File: config.mk
export PLATFORM = sky130hd
export DESIGN_NAME = sdram_wburst_engine
export DESIGN_NICKNAME = d
export VERILOG_FILES = /design/src/rtl/sdwb_pkg.sv /design/src/rtl/sdwb_cmd_decode.sv /design/src/rtl/sdwb_col_step.sv /design/src/rtl/sdwb_burst_ctrl.sv /design/src/rtl/sdram_wburst_engine.sv
export SDC_FILE = /design/constraint.sdc
export NUM_CORES = 1
export LEC_CHECK = 0
export CORE_MARGIN = 3
export CORE_UTILIZATION = 43
export CTS_CLUSTER_SIZE = 25
export DETAILED_ROUTE_END_ITERATION = 12
export GPL_ROUTABILITY_DRIVEN = 0
export PLACE_DENSITY = 0.8
export SYNTH_ARGS = -nofsm -noshare
export SYNTH_HDL_FRONTEND = slang
export SYNTH_SLANG_ARGS = --single-unit
File: constraint.sdc
create_clock -name clk -period 1.7 [get_ports clk]
set_clock_uncertainty 0.05 [all_clocks]
set_input_delay 0.34 -clock clk [delete_from_list [all_inputs] [get_ports clk]]
set_output_delay 0.34 -clock clk [all_outputs]
set_load 0.01 [all_outputs]
File: src/rtl/sdwb_pkg.sv
// Shared types for the write burst engine.
package sdwb_pkg;
    // Decoded command class seen on one clock edge.
    typedef enum logic [1:0] {
        CMD_IDLE  = 2'd0,
        CMD_WRITE = 2'd1,
        CMD_READ  = 2'd2,
        CMD_OTHER = 2'd3
    } cmd_e;

    // Burst length codes; anything else means full page.
    localparam logic [2:0] BL_ONE   = 3'd0;
    localparam logic [2:0] BL_TWO   = 3'd1;
    localparam logic [2:0] BL_FOUR  = 3'd2;
    localparam logic [2:0] BL_EIGHT = 3'd3;
endpackage

File: src/rtl/sdwb_cmd_decode.sv
// Command decoder: turns the active-low strobe pins into a command class.
// Assumes the pins are sampled by the caller on the rising edge.
module sdwb_cmd_decode
    import sdwb_pkg::*;
(
    input  logic cs_n,
    input  logic ras_n,
    input  logic cas_n,
    input  logic we_n,
    output cmd_e cmd
);
    // Classify pin pattern; only WRITE and READ matter to this block.
    always_comb begin
        if (cs_n) begin
            cmd = CMD_IDLE;
        end else begin
            unique case ({ras_n, cas_n, we_n})
                3'b100:  cmd = CMD_WRITE;
                3'b101:  cmd = CMD_READ;
                3'b111:  cmd = CMD_IDLE;
                default: cmd = CMD_OTHER;
            endcase
        end
    end
endmodule

File: src/rtl/sdwb_col_step.sv
// Column stepper: increments a column inside the block selected by a wrap
// mask. Bits set in the mask count; bits clear are held.
// Assumes the mask is a contiguous run of ones from bit 0.
module sdwb_col_step #(
    parameter int COL_W = 8
) (
    input  logic [COL_W-1:0] col,
    input  logic [COL_W-1:0] wrap_mask,
    output logic [COL_W-1:0] col_next
);
    logic [COL_W-1:0] inc;

    // Add one, then keep only the masked low bits of the sum.
    always_comb begin
        inc      = col + COL_W'(1);
        col_next = (col & ~wrap_mask) | (inc & wrap_mask);
    end
endmodule

File: src/rtl/sdwb_burst_ctrl.sv
// Burst controller: holds the burst state and the registered strobe outputs.
// Assumes the command is already decoded and that the next column is computed
// outside from wr_col and wrap_mask. Length and auto-precharge are latched
// with the WRITE.
module sdwb_burst_ctrl
    import sdwb_pkg::*;
#(
    parameter int COL_W  = 8,
    parameter int BANK_W = 2,
    parameter int DATA_W = 32
) (
    input  logic              clk,
    input  logic              rst_n,
    input  cmd_e              cmd,
    input  logic [BANK_W-1:0] cmd_bank,
    input  logic [COL_W-1:0]  cmd_col,
    input  logic              cmd_ap,
    input  logic [2:0]        bl_sel,
    input  logic [DATA_W-1:0] dq,
    input  logic              dqm,
    input  logic [COL_W-1:0]  col_next,
    output logic [COL_W-1:0]  wrap_mask,
    output logic              busy,
    output logic              wr_en,
    output logic [BANK_W-1:0] wr_bank,
    output logic [COL_W-1:0]  wr_col,
    output logic [DATA_W-1:0] wr_data,
    output logic              pre_req
);
    logic [COL_W-1:0] sel_mask;
    logic             sel_full;
    logic [COL_W-1:0] remain_q;
    logic             full_q;
    logic             ap_q;

    // Translate the length code into a wrap mask and a full-page flag.
    always_comb begin
        sel_full = 1'b0;
        unique case (bl_sel)
            BL_ONE:   sel_mask = '0;
            BL_TWO:   sel_mask = COL_W'(1);
            BL_FOUR:  sel_mask = COL_W'(3);
            BL_EIGHT: sel_mask = COL_W'(7);
            default: begin
                sel_mask = '1;
                sel_full = 1'b1;
            end
        endcase
    end

    // Advance the burst one word per edge; new commands take priority.
    always_ff @(posedge clk) begin
        if (!rst_n) begin
            busy      <= 1'b0;
            full_q    <= 1'b0;
            ap_q      <= 1'b0;
            remain_q  <= '0;
            wrap_mask <= '0;
            wr_en     <= 1'b0;
            wr_bank   <= '0;
            wr_col    <= '0;
            wr_data   <= '0;
            pre_req   <= 1'b0;
        end else if (cmd == CMD_WRITE) begin
            busy      <= sel_full || (sel_mask != '0);
            full_q    <= sel_full;
            ap_q      <= cmd_ap;
            remain_q  <= sel_mask;
            wrap_mask <= sel_mask;
            wr_en     <= !dqm;
            wr_bank   <= cmd_bank;
            wr_col    <= cmd_col;
            wr_data   <= dq;
            pre_req   <= cmd_ap && !sel_full && (sel_mask == '0);
        end else if (cmd == CMD_READ) begin
            busy    <= 1'b0;
            wr_en   <= 1'b0;
            pre_req <= 1'b0;
        end else if (busy) begin
            wr_en    <= !dqm;
            wr_col   <= col_next;
            wr_data  <= dq;
            remain_q <= remain_q - COL_W'(1);
            if (!full_q && remain_q == COL_W'(1)) begin
                busy    <= 1'b0;
                pre_req <= ap_q;
            end else begin
                pre_req <= 1'b0;
            end
        end else begin
            wr_en   <= 1'b0;
            pre_req <= 1'b0;
        end
    end
endmodule

File: src/rtl/sdram_wburst_engine.sv
// Write burst column engine: decodes commands and emits registered internal
// write strobes (bank, column, data) plus a precharge request for wr_bank.
// Assumes rows are already open; the strobes reach the array one cycle after
// the edge that sampled the data.
module sdram_wburst_engine
    import sdwb_pkg::*;
#(
    parameter int COL_W  = 8,
    parameter int BANK_W = 2,
    parameter int DATA_W = 32
) (
    input  logic              clk,
    input  logic              rst_n,
    input  logic              cs_n,
    input  logic              ras_n,
    input  logic              cas_n,
    input  logic              we_n,
    input  logic [BANK_W-1:0] cmd_bank,
    input  logic [COL_W-1:0]  cmd_col,
    input  logic              cmd_ap,
    input  logic [2:0]        bl_sel,
    input  logic [DATA_W-1:0] dq,
    input  logic              dqm,
    output logic              wr_en,
    output logic [BANK_W-1:0] wr_bank,
    output logic [COL_W-1:0]  wr_col,
    output logic [DATA_W-1:0] wr_data,
    output logic              pre_req
);
    cmd_e             cmd;
    logic [COL_W-1:0] wrap_mask;
    logic [COL_W-1:0] col_next;
    logic             busy;

    sdwb_cmd_decode u_dec (
        .cs_n (cs_n),
        .ras_n(ras_n),
        .cas_n(cas_n),
        .we_n (we_n),
        .cmd  (cmd)
    );

    sdwb_col_step #(.COL_W(COL_W)) u_step (
        .col      (wr_col),
        .wrap_mask(wrap_mask),
        .col_next (col_next)
    );

    sdwb_burst_ctrl #(
        .COL_W (COL_W),
        .BANK_W(BANK_W),
        .DATA_W(DATA_W)
    ) u_ctrl (
        .clk      (clk),
        .rst_n    (rst_n),
        .cmd      (cmd),
        .cmd_bank (cmd_bank),
        .cmd_col  (cmd_col),
        .cmd_ap   (cmd_ap),
        .bl_sel   (bl_sel),
        .dq       (dq),
        .dqm      (dqm),
        .col_next (col_next),
        .wrap_mask(wrap_mask),
        .busy     (busy),
        .wr_en    (wr_en),
        .wr_bank  (wr_bank),
        .wr_col   (wr_col),
        .wr_data  (wr_data),
        .pre_req  (pre_req)
    );
endmodule

==> results.py, run 1 <==
metrics = {
    "clock_tree": {
        "cts_buffers": 9,
        "clock_latency_ps": 330,
        "clk_pin_slew_ps": 70,
        "ctsLongestPathBuffers": 2,
        "cts.sinks": 58,
        "h-tree-depth": 3,
        "cts_tree": "yes",
        "root_buffer": "clkbuf_8",
    },
    "critical_path": {
        "cp_max_fo": 2,
        "cp-end-kind": "primary output",
        "r2r-start": "u_ctrl.remain_q[2]",
        "crit_type": "reg -> out",
        "cp.required_ps": 1310,
        "startpoint": "u_ctrl.wr_data[0]",
        "critical_path.top_delay_family": "buffers and inverters",
        "critical_path_arrival_ps": 1300,
        "slowest_delay_ps": 590,
        "cp_slowest_cell": "clkdlybuf4s50_1",
        "path_cells": "clkdlybuf4s50_1",
        "cp_num_buf_inv": 1,
        "cp-start-kind": "register",
    },
    "global_route": {
        "grt.met3_usage_pct": 9.091,
        "grt_use_met2_pct": 39.41,
        "antenna_found_initial": 0,
        "groute.usage.overall_pct": 22.47,
        "grt_max_degree": 43,
        "grt.overflow.total": 0,
        "grt_pass1_wl_um": 11380,
        "met1_usage_pct": 25.03,
        "grt_pass1_vias": 2487,
        "grt.busiest_layer": "met2",
    },
    "timing": {
        "hold_viol_final": 0,
        "rsz0062_at_grt": "no",
        "worst_pin_slew_ps": 305.6,
        "fmax_mhz": 592.8,
        "holdWs_ps": 403.9,
        "maxSlewViolCount": 0,
        "period_minus_slack_ps": 1687,
        "slew_headroom_pct": 79.41,
        "period_share_pct": 99.24,
        "fin_ws_ps": 12.98,
        "setup_violations": 0,
    },
    "flow_run": {
        "drv_cap": 0,
    },
    "yosys": {
        "ys_ff_latch": 58,
        "syn_area_mm2": 0.002434,
        "synth_nets": 349,
        "syn_area_per_cell_um2": 8.306,
        "postSynthCellCount": 293,
        "synth-seq-area-share_pct": 47.71,
        "synth_cell_types": 43,
        "synth-async-reset-ratio_pct": 0,
        "synth_edf_count": 0,
        "yosysTopAreaCellShare_pct": 47.71,
        "yosysTopAreaCell": "dfxtp_1",
        "synthTopCellsByArea": "dfxtp_1 48%, nand2_1 13%, a21oi_1 9.7%, xor2_1 2.2%, nor4b_4 2.0%",
        "synth_ff_type": "dfxtp_1",
        "ys_warn_count": 0,
    },
    "routing": {
        "route.detailed.drc": 0,
        "ant_nets": 0,
        "first_pass_iters": 5,
        "drtIter0Drc": 222,
        "vias_per_cell": 5.341,
        "totalWireLength_um": 7981,
        "via_count": 2644,
        "routedWlPerCell_um": 16.12,
    },
    "die": {
        "rows": 26,
        "core_mm2": 0.005303,
        "die_h_um": 81.23,
        "die_w_um": 81.23,
        "dieArea_mm2": 0.006598,
        "boundaryPins": 97,
        "start_util_pct": 45.89,
    },
    "layout": {
        "drive_above_1_share_pct": 16.00,
        "instances_no_fill": 495,
        "n_antenna_cell": 0,
        "nNetsFinal": 476,
        "fillers": 353,
        "areaGrowthSynthToFinish_pct": 64.88,
        "final_area_mm2": 0.004013,
        "ff_latch_area_mm2": 0.001164,
        "multi_input_area_mm2": 0.001219,
    },
    "min_path": {
        "hold_path_class": "reg -> reg",
        "hp-start": "u_ctrl.wr_data[13]",
    },
    "placed_design": {
        "place_worst_setup_slack_ps": -381.5,
        "placed_cell_area_mm2": 0.003617,
        "io_buffers": 96,
        "dpl.hpwl_um": 5182,
        "dp.cells": 469,
    },
    "power_and_ir_drop": {
        "ir_worst_vdd_v": 0.0005878,
        "powerDensity_mw_per_mm2": 764.9,
        "leakagePower_nw": 1.527,
        "total_power_mw": 3.069,
    },
    "status": {
        "status": "finished clean",
    },
}
==> cells by family (layout without fill, tap and decap cells) <==
| group | Yosys count | count (layout) | share of synthesized area (%) |
|---|---|---|---|
| AND/OR/NAND/NOR | 123 | 123 | 24.32 |
| flip-flops | 58 | 58 | 47.71 |
| AO/OA/AOI/OAI | 79 | 79 | 18.72 |
| multiplexers | 1 | 1 | 0.4113 |
| adder cells (fa/ha/maj) | 3 | 3 | 1.543 |
| XOR/XNOR | 8 | 8 | 2.879 |
| buffers and inverters | 21 | 153 | 4.421 |
==> final cells by class <==
type,instances,area share [%]
Clock inverter,5,0.7484
Clock buffer,11,3.524
Inverter,4,0.3742
Sequential cell,58,29.00
Tap cell,70,2.183
Multi-Input combinational cell,214,30.37
Timing Repair Buffer,133,33.80
==> synth_stat cells (2+ instances only) <==
cell / n
a21oi_1: 47
nor4b_4: 2
nand4_1: 5
buf_2: 5
o21ai_1: 7
buf_6: 3
xnor2_1: 2
nor3_1: 6
nand4bb_1: 2
inv_1: 3
nand3_1: 8
clkbuf_1: 8
xor2_1: 6
or3b_1: 2
a31oi_1: 5
dfxtp_1: 58
nand2_1: 84
ha_1: 3
nor2_1: 6
o21ai_0: 6
o21a_1: 3
==> timing repair <==
item	4_1_cts	5_1_grt
setup buffers	0	6
pin swaps	1	2
hold buffers	0	0
cloned	0	4
setup endpoints to repair	17	45
resized for setup	9	22
==> metrics by stage <==
step / setup TNS (ps) / utilization [%]
final: 0 / 75.67
after global routing: 0 / 75.67
after CTS: 0 / 71.71
after detailed placement: -18740 / 68.22
after global placement: -16880 / 68.22
after floorplan: 0 / -
==> worst reg2reg max path, delay by kind of cell, from the launching register on <==
| family | cells | cell delay, ps |
|---|---|---|
| simple gates | 2 | 870 |
| flops | 1 | 350 |
| xor+xnor | 1 | 170 |
| compound gates | 1 | 80 |
==> cells in the final DEF, fill, tap and decap left out, drive strengths merged, types with 3 or more instances in the layout <==
cell type,n
nand4,5
clkbuf,14
ha,3
dlymetal6s2s,6
a21oi,49
nand3,8
o21ai,13
inv,3
nor2,6
dlygate4sd2,3
nor3,6
a31oi,5
clkdlybuf4s50,87
clkinv,4
xor2,6
o21a,3
nand2,84
buf,34
dfxtp,58
==> layer usage <==
metal	vias up	share of wire, %
met5	-	0
met4	0	2.7
met3	22	7.1
met2	101	50
met1	1256	40
li1	1265	-
==> worst paths after layout <==
check / to / slack, ps / cells past startpoint
max: wr_data[0] / 10 / 1
min: u_ctrl.wr_data[13] / 400 / 2
max reg2reg: u_ctrl.remain_q[7] / 70 / 4
min reg2reg: u_ctrl.wr_data[13] / 400 / 2
==> power by group <==
| group | total [mW] | switching (mW) | internal, mW |
|---|---|---|---|
| Sequential | 1.45 | 0.0401 | 1.41 |
| Combinational | 0.511 | 0.216 | 0.295 |
| Clock | 1.11 | 0.547 | 0.560 |
| Total | 3.07 | 0.804 | 2.27 |
Note: power is estimated with default switching activity, not from simulation.
==> inputs of run 2 (changes only) <==
--- a/config.mk
+++ b/config.mk
@@ -6,11 +6,13 @@
 export NUM_CORES = 1
 export LEC_CHECK = 0
 export CORE_MARGIN = 3
-export CORE_UTILIZATION = 43
+export CORE_UTILIZATION = 45
+export CTS_BUF_LIST = sky130_fd_sc_hd__clkbuf_4 sky130_fd_sc_hd__clkbuf_8
 export CTS_CLUSTER_SIZE = 25
 export DETAILED_ROUTE_END_ITERATION = 12
 export GPL_ROUTABILITY_DRIVEN = 0
-export PLACE_DENSITY = 0.8
+export PLACE_DENSITY = 0.82
 export SYNTH_ARGS = -nofsm -noshare
 export SYNTH_HDL_FRONTEND = slang
+export SYNTH_HIERARCHICAL = 1
 export SYNTH_SLANG_ARGS = --single-unit
==> run 2 against run 1 <==
Compared with the run above:
- register-to-register slack improved by 40 ps
- highest routed layer unchanged
- critical endpoint is now wr_col[6]
- maximum frequency up 1.6%
- core utilization is 1.9 points higher
- synthesized cell count grew 9.2%
- wire length down 2.2%
- sequential share of layout area is 0.62 points lower
- critical path type unchanged
- worst setup slack better by 27 ps
- flip-flop and latch count is the same
==> results.py, run 2 <==
metrics = {
    "clock_tree": {
        "clk_pin_slew_ps": 60,
        "h-tree-depth": 3,
        "cts_buffers": 9,
        "root_buffer": "clkbuf_8",
        "clock_latency_ps": 330,
        "cts.sinks": 58,
        "ctsLongestPathBuffers": 2,
        "cts_tree": "yes",
    },
    "timing": {
        "fmax_mhz": 602.4,
        "hold_viol_final": 0,
        "setup_violations": 0,
        "period_minus_slack_ps": 1660,
        "maxSlewViolCount": 0,
        "setup_tns_ps": 0,
        "period_share_pct": 97.65,
        "slew_headroom_pct": 77.82,
        "worst_pin_slew_ps": 330.1,
    },
    "power_and_ir_drop": {
        "intPower_mw": 2.786,
        "ir_worst_vdd_v": 0.0005964,
        "leakagePower_nw": 1.605,
        "switchingPower_mw": 1.106,
        "combPwrFrac_pct": 26.1,
        "switching_share_pct": 28.42,
        "seqPwrFrac_pct": 40.4,
        "p_clk_share_pct": 33.5,
        "powerDensity_mw_per_mm2": 946.0,
        "total_power_mw": 3.892,
    },
    "layout": {
        "n_antenna_cell": 0,
        "drive_above_1_share_pct": 18.14,
        "final_common_cell": "nand2_1",
        "final_core_util_pct": 77.58,
        "areaGrowthSynthToFinish_pct": 60.78,
        "nNetsFinal": 492,
        "reg.largest.list": "u_ctrl/wr_data: 32 flops, u_ctrl/remain_q: 8 flops, u_ctrl/wr_col: 8 flops",
        "largest_register": "u_ctrl/wr_data",
        "instances_no_fill": 511,
        "largest_register_ffs": 32,
        "final_cell_mix": "94 x nand2_1, 90 x clkdlybuf4s50_1, 53 x dfxtp_1",
    },
    "status": {
        "status": "finished clean",
    },
    "yosys": {
        "synth-seq-area-share_pct": 45.38,
        "yosysMostFrequentCell": "nand2_1",
        "synthTopCellsByArea": "dfxtp_1 45%, nand2_1 14%, a21oi_1 9.6%, a311oi_2 4.7%, buf_4 2.6%",
        "ys_ff_latch": 58,
        "synth_edf_count": 0,
        "synth_ff_type": "dfxtp_1",
        "ys_warn_count": 6,
        "synth-async-reset-ratio_pct": 0,
        "postSynthCellCount": 320,
        "syn_area_mm2": 0.002559,
        "yosysTopAreaCell": "dfxtp_1",
        "synth_nets": 376,
        "yosysTopAreaCellShare_pct": 45.38,
        "ys_top_cells_by_count": "94 x nand2_1, 58 x dfxtp_1, 49 x a21oi_1, 17 x nor2_1, 10 x o21ai_0",
        "syn_area_per_cell_um2": 7.996,
        "synth_cell_types": 36,
    },
    "global_route": {
        "groute.usage.overall_pct": 23.31,
        "grt_pass1_vias": 2476,
        "grt.overflow.total": 0,
        "antenna_found_initial": 0,
        "grt_pass1_wl_um": 11750,
        "grt_max_degree": 28,
    },
    "critical_path": {
        "r2r-start": "u_ctrl/busy",
        "critical_path.top_delay_family": "buffers and inverters",
        "cp_slowest_cell": "clkdlybuf4s50_1",
        "cp.required_ps": 1310,
        "cp_max_fo": 4,
        "path_cells": "clkdlybuf4s50_1",
        "crit_type": "reg -> out",
        "cp-start-kind": "register",
        "startpoint": "u_ctrl/wr_col[6]",
        "crit_end": "wr_col[6]",
        "rrSetupSlack_ps": 110,
        "cp_num_buf_inv": 1,
        "critical_path_arrival_ps": 1270,
        "r2r-end": "u_ctrl/remain_q[5]",
        "cp-end-kind": "primary output",
        "slowest_delay_ps": 560,
        "r2r_cells": 7,
        "crit_cells": 1,
    },
    "routing": {
        "vias_per_cell": 5.264,
        "via_count": 2690,
        "routedWlPerCell_um": 15.28,
        "ant_nets": 0,
        "first_pass_iters": 5,
        "drt-met1-wl_um": 3405,
        "highest_layer": "met4",
        "totalWireLength_um": 7806,
        "route.detailed.drc": 0,
        "met3_length_um": 594,
        "routed-wl-met2_um": 3648,
        "drtIter0Drc": 148,
    },
    "flow_run": {
        "drv_cap": 0,
    },
    "placed_design": {
        "io_buffers": 96,
        "dp.cells": 486,
        "dpl.hpwl_um": 4854,
    },
    "die": {
        "rows": 26,
        "start_util_pct": 48.25,
        "boundaryPins": 97,
        "die_h_um": 81.41,
        "dieArea_mm2": 0.006627,
        "core_mm2": 0.005303,
        "die_w_um": 81.41,
    },
    "min_path": {
        "hold_path_class": "reg -> reg",
    },
}
==> run 2: cell count changes in the layout (fill, tap and decap cells not counted), sizes merged, moves of 4 or more <==
cell | previous run | this run
a311oi | 0 | 9
dlymetal6s2s | 6 | 2
nand2 | 84 | 94
nor2 | 6 | 17
xnor2 | 2 | 6
xor2 | 6 | 2
==> run 2: per-layer routing <==
metal | up-vias | GRT usage (%)
li1 | 1326 | -
met1 | 1231 | 29.82
met2 | 119 | 37.38
met3 | 14 | 5.765
met4 | 0 | 9.628
met5 | - | 0
==> run 2: power groups by stage <==
stage / registers [mW] / clock network, mW / logic (mW)
floorplan: 1.62 / 0 / 0.420
global placement: 1.59 / 0 / 0.860
detailed placement: 1.60 / 0 / 0.878
CTS: 1.57 / 1.31 / 0.961
global route: 1.59 / 1.38 / 1.10
finish: 1.57 / 1.30 / 1.02
==> run 2: timing repair <==
action / CTS / global route
cloned: 2 / 4
gates resized for setup: 12 / 21
pin swaps: 3 / 17
hold buffers: 0 / 0
setup endpoints to repair: 53 / 43
setup buffers: 3 / 1
==> run 2: worst min-delay path by stage <==
| stage | slack [ps] | to | cells past startpoint | start |
|---|---|---|---|---|
| 5_1_grt | 420 | u_ctrl/wr_data[12] | 2 | u_ctrl/wr_data[12] |
| 2_1_floorplan | 370 | u_ctrl/wr_en | 1 | dqm |
| 3_3_place_gp | 390 | u_ctrl/wr_data[28] | 2 | u_ctrl/wr_data[28] |
| 3_5_place_dp | 400 | u_ctrl/wr_data[5] | 2 | u_ctrl/wr_data[5] |
| 6_report | 400 | u_ctrl/wr_data[19] | 2 | u_ctrl/wr_data[19] |
| 4_1_cts | 410 | u_ctrl/wr_data[5] | 2 | u_ctrl/wr_data[5] |
==> run 2: kinds of logic (layout without fill, tap and decap cells) <==
group,after synthesis,in the layout,synth area share [%]
DFF,58,58,45.38
muxes,1,1,0.4401
adders and majority gates,3,3,1.467
xor gates and xnor gates,8,8,2.738
AOI/OAI and AO/OA,77,78,19.17
buffers and inverters,28,148,6.112
and+or+nand+nor,145,145,24.69
==> run 2: final cells by class <==
type / instances / area [µm²]
timing repair buffer: 129 / 1343
clock buffer: 11 / 151.4
tap: 70 / 87.58
inverter: 3 / 11.26
fill: 380 / 1189
sequential: 58 / 1167
multi-input combinational: 235 / 1301
clock inverter: 5 / 52.55
==> run 2: stage by stage <==
step	hold slack [ps]	area [µm²]	setup WS (ps)
floorplan	369.3	2566	22.84
global placement	390.7	3705	-479.1
detailed placement	397.0	3705	-566.9
CTS	406.1	4038	0.3143
global route	418.4	4114	-0.5369
finish	402.0	4114	39.99
==> inputs of run 3 (changes only) <==
--- a/config.mk
+++ b/config.mk
@@ -8,6 +8,7 @@
 export CORE_MARGIN = 3
 export CORE_UTILIZATION = 45
 export CTS_BUF_LIST = sky130_fd_sc_hd__clkbuf_4 sky130_fd_sc_hd__clkbuf_8
+export CTS_CLUSTER_DIAMETER = 200
 export CTS_CLUSTER_SIZE = 25
 export DETAILED_ROUTE_END_ITERATION = 12
 export GPL_ROUTABILITY_DRIVEN = 0
==> constraint.sdc (replaced) <==
create_clock -name clk -period 2.1 [get_ports clk]
set_clock_uncertainty 0.05 [all_clocks]
set_input_delay 0.42 -clock clk [delete_from_list [all_inputs] [get_ports clk]]
set_output_delay 0.42 -clock clk [all_outputs]
set_load 0.01 [all_outputs]
==> run 3 against run 2 <==
Compared with the run above:
- wire length shrank 14%
- cell count shrank 2.5%
- cell area shrank 4.3%
- combinational power shrank 30%
- first-iteration DRC count shrank 14%
- critical endpoint is now u_ctrl/remain_q[6]
- largest power group unchanged
==> results.py, run 3 (synthesis results as in run 2) <==
metrics = {
    "timing": {
        "worst_pin_slew_ps": 452.5,
        "period_share_pct": 91.93,
        "fmax_mhz": 518.0,
        "setup_violations": 0,
        "slew_headroom_pct": 69.77,
        "period_minus_slack_ps": 1930,
        "setup_tns_ps": 0,
        "hold_viol_final": 0,
        "rsz0062_at_grt": "no",
        "maxSlewViolCount": 0,
    },
    "clock_tree": {
        "root_buffer": "clkbuf_8",
        "clock_latency_ps": 330,
        "holdBufCountCts": 0,
        "cts_tree": "yes",
        "h-tree-depth": 3,
        "ctsLongestPathBuffers": 2,
        "post_cts.repair.setup_buffers": 0,
        "cts.sinks": 58,
        "ctsResizeCount": 0,
        "clk_pin_slew_ps": 70,
        "cts_buffers": 9,
    },
    "placed_design": {
        "io_buffers": 96,
        "dp.cells": 482,
        "dpl.hpwl_um": 4837,
        "placed_cell_area_mm2": 0.003696,
    },
    "critical_path": {
        "crit_type": "in -> reg",
        "cp_max_fo": 14,
        "cp-start-kind": "input pin",
        "critical_path_arrival_ps": 2130,
        "cp.required_ps": 2300,
        "cp-end-kind": "register",
    },
    "layout": {
        "drive_above_1_share_pct": 11.68,
        "n_antenna_cell": 0,
        "largest_register_ffs": 32,
        "fillers": 409,
        "final_common_cell": "clkdlybuf4s50_1",
        "largest_register": "u_ctrl/wr_data",
        "ff_latch_area_mm2": 0.001161,
        "reg.largest.list": "u_ctrl/wr_data: 32 flops, u_ctrl/remain_q: 8 flops, u_ctrl/wr_col: 8 flops",
        "instances_no_fill": 498,
        "multi_input_area_mm2": 0.001242,
        "final_area_mm2": 0.003938,
        "final_cell_mix": "96 x clkdlybuf4s50_1, 94 x nand2_1, 58 x dfxtp_1",
        "areaGrowthSynthToFinish_pct": 53.89,
        "nNetsFinal": 479,
    },
    "global_route": {
        "grt_pass1_wl_um": 10920,
        "antenna_found_initial": 0,
        "grt_max_degree": 30,
        "grt_pass1_vias": 2480,
        "grt.overflow.total": 0,
        "groute.usage.overall_pct": 21.26,
    },
    "routing": {
        "route.detailed.drc": 0,
        "ant_nets": 0,
        "first_pass_iters": 4,
        "routedWlPerCell_um": 13.46,
        "totalWireLength_um": 6703,
        "vias_per_cell": 5.088,
        "drtIter0Drc": 128,
        "via_count": 2534,
    },
    "die": {
        "die_w_um": 81.41,
        "start_util_pct": 48.25,
        "dieArea_mm2": 0.006627,
        "rows": 26,
        "core_mm2": 0.005303,
        "die_h_um": 81.41,
        "boundaryPins": 97,
    },
    "status": {
        "status": "finished clean",
    },
    "flow_run": {
        "drv_cap": 0,
    },
    "power_and_ir_drop": {
        "powerDensity_mw_per_mm2": 816.9,
        "total_power_mw": 3.217,
        "ir_worst_vdd_v": 0.0004084,
        "leakagePower_nw": 1.484,
    },
    "min_path": {
        "hold_path_class": "reg -> reg",
    },
}
==> run 3: cell count changes in the layout (fill, tap and decap cells not counted), sizes merged <==
cell	before	now
clkbuf	15	9
clkinv	3	4
dlygate4sd2	2	0
buf	31	21
bufinv	1	3
clkinvlp	1	0
a21o	3	2
clkdlybuf4s50	90	96
dlymetal6s2s	2	0
==> run 3: per-layer routing <==
metal | vias to the layer above | part of all wire [%] | GRT usage, %
met5 | - | 0 | 0
met2 | 84 | 49 | 35.83
met3 | 6 | 7.7 | 5.987
li1 | 1290 | - | -
met4 | 0 | 1.2 | 9.797
met1 | 1154 | 42 | 24.85
==> run 3: final timing paths <==
kind,cells past startpoint,to,slack (ps),start
setup / recovery,9,u_ctrl/remain_q[6],170,we_n
hold / removal,2,u_ctrl/wr_data[2],400,u_ctrl/wr_data[2]
setup reg to reg,6,u_ctrl/remain_q[4],450,u_ctrl/remain_q[1]
hold reg to reg,2,u_ctrl/wr_data[2],400,u_ctrl/wr_data[2]
==> run 3: final cells by class <==
type / count / share of cell area [%]
flip-flops and latches: 58 / 29.49
clock inverters: 7 / 2.987
inverters: 3 / 0.2860
clock buffers: 9 / 3.146
multi-input cells: 234 / 31.55
well taps: 70 / 2.224
repair buffers: 117 / 30.31
==> run 3: power by group <==
part / switching (mW) / internal, mW
logic: 0.325 / 0.392
registers: 0.0762 / 1.19
clock network: 0.442 / 0.787
==> run 3: metrics by stage <==
stage	util (%)	setup WS, ps	hold slack (ps)
5_1_grt	74.26	5.442	426.2
6_report	74.26	169.5	402.4
3_5_place_dp	69.70	-167.9	396.5
2_1_floorplan	-	172.0	386.6
3_3_place_gp	69.70	-102.3	390.6
4_1_cts	74.26	181.3	405.7
==> run 3: critical path, stage by stage <==
cell             delay [ps]
clkdlybuf4s50_1         430
xnor2_1                 130
a21oi_1                 290
nand2b_1                140
a21oi_2                 200
buf_12                  160
buf_12                  140
nand2_1                  60
a31oi_1                 150
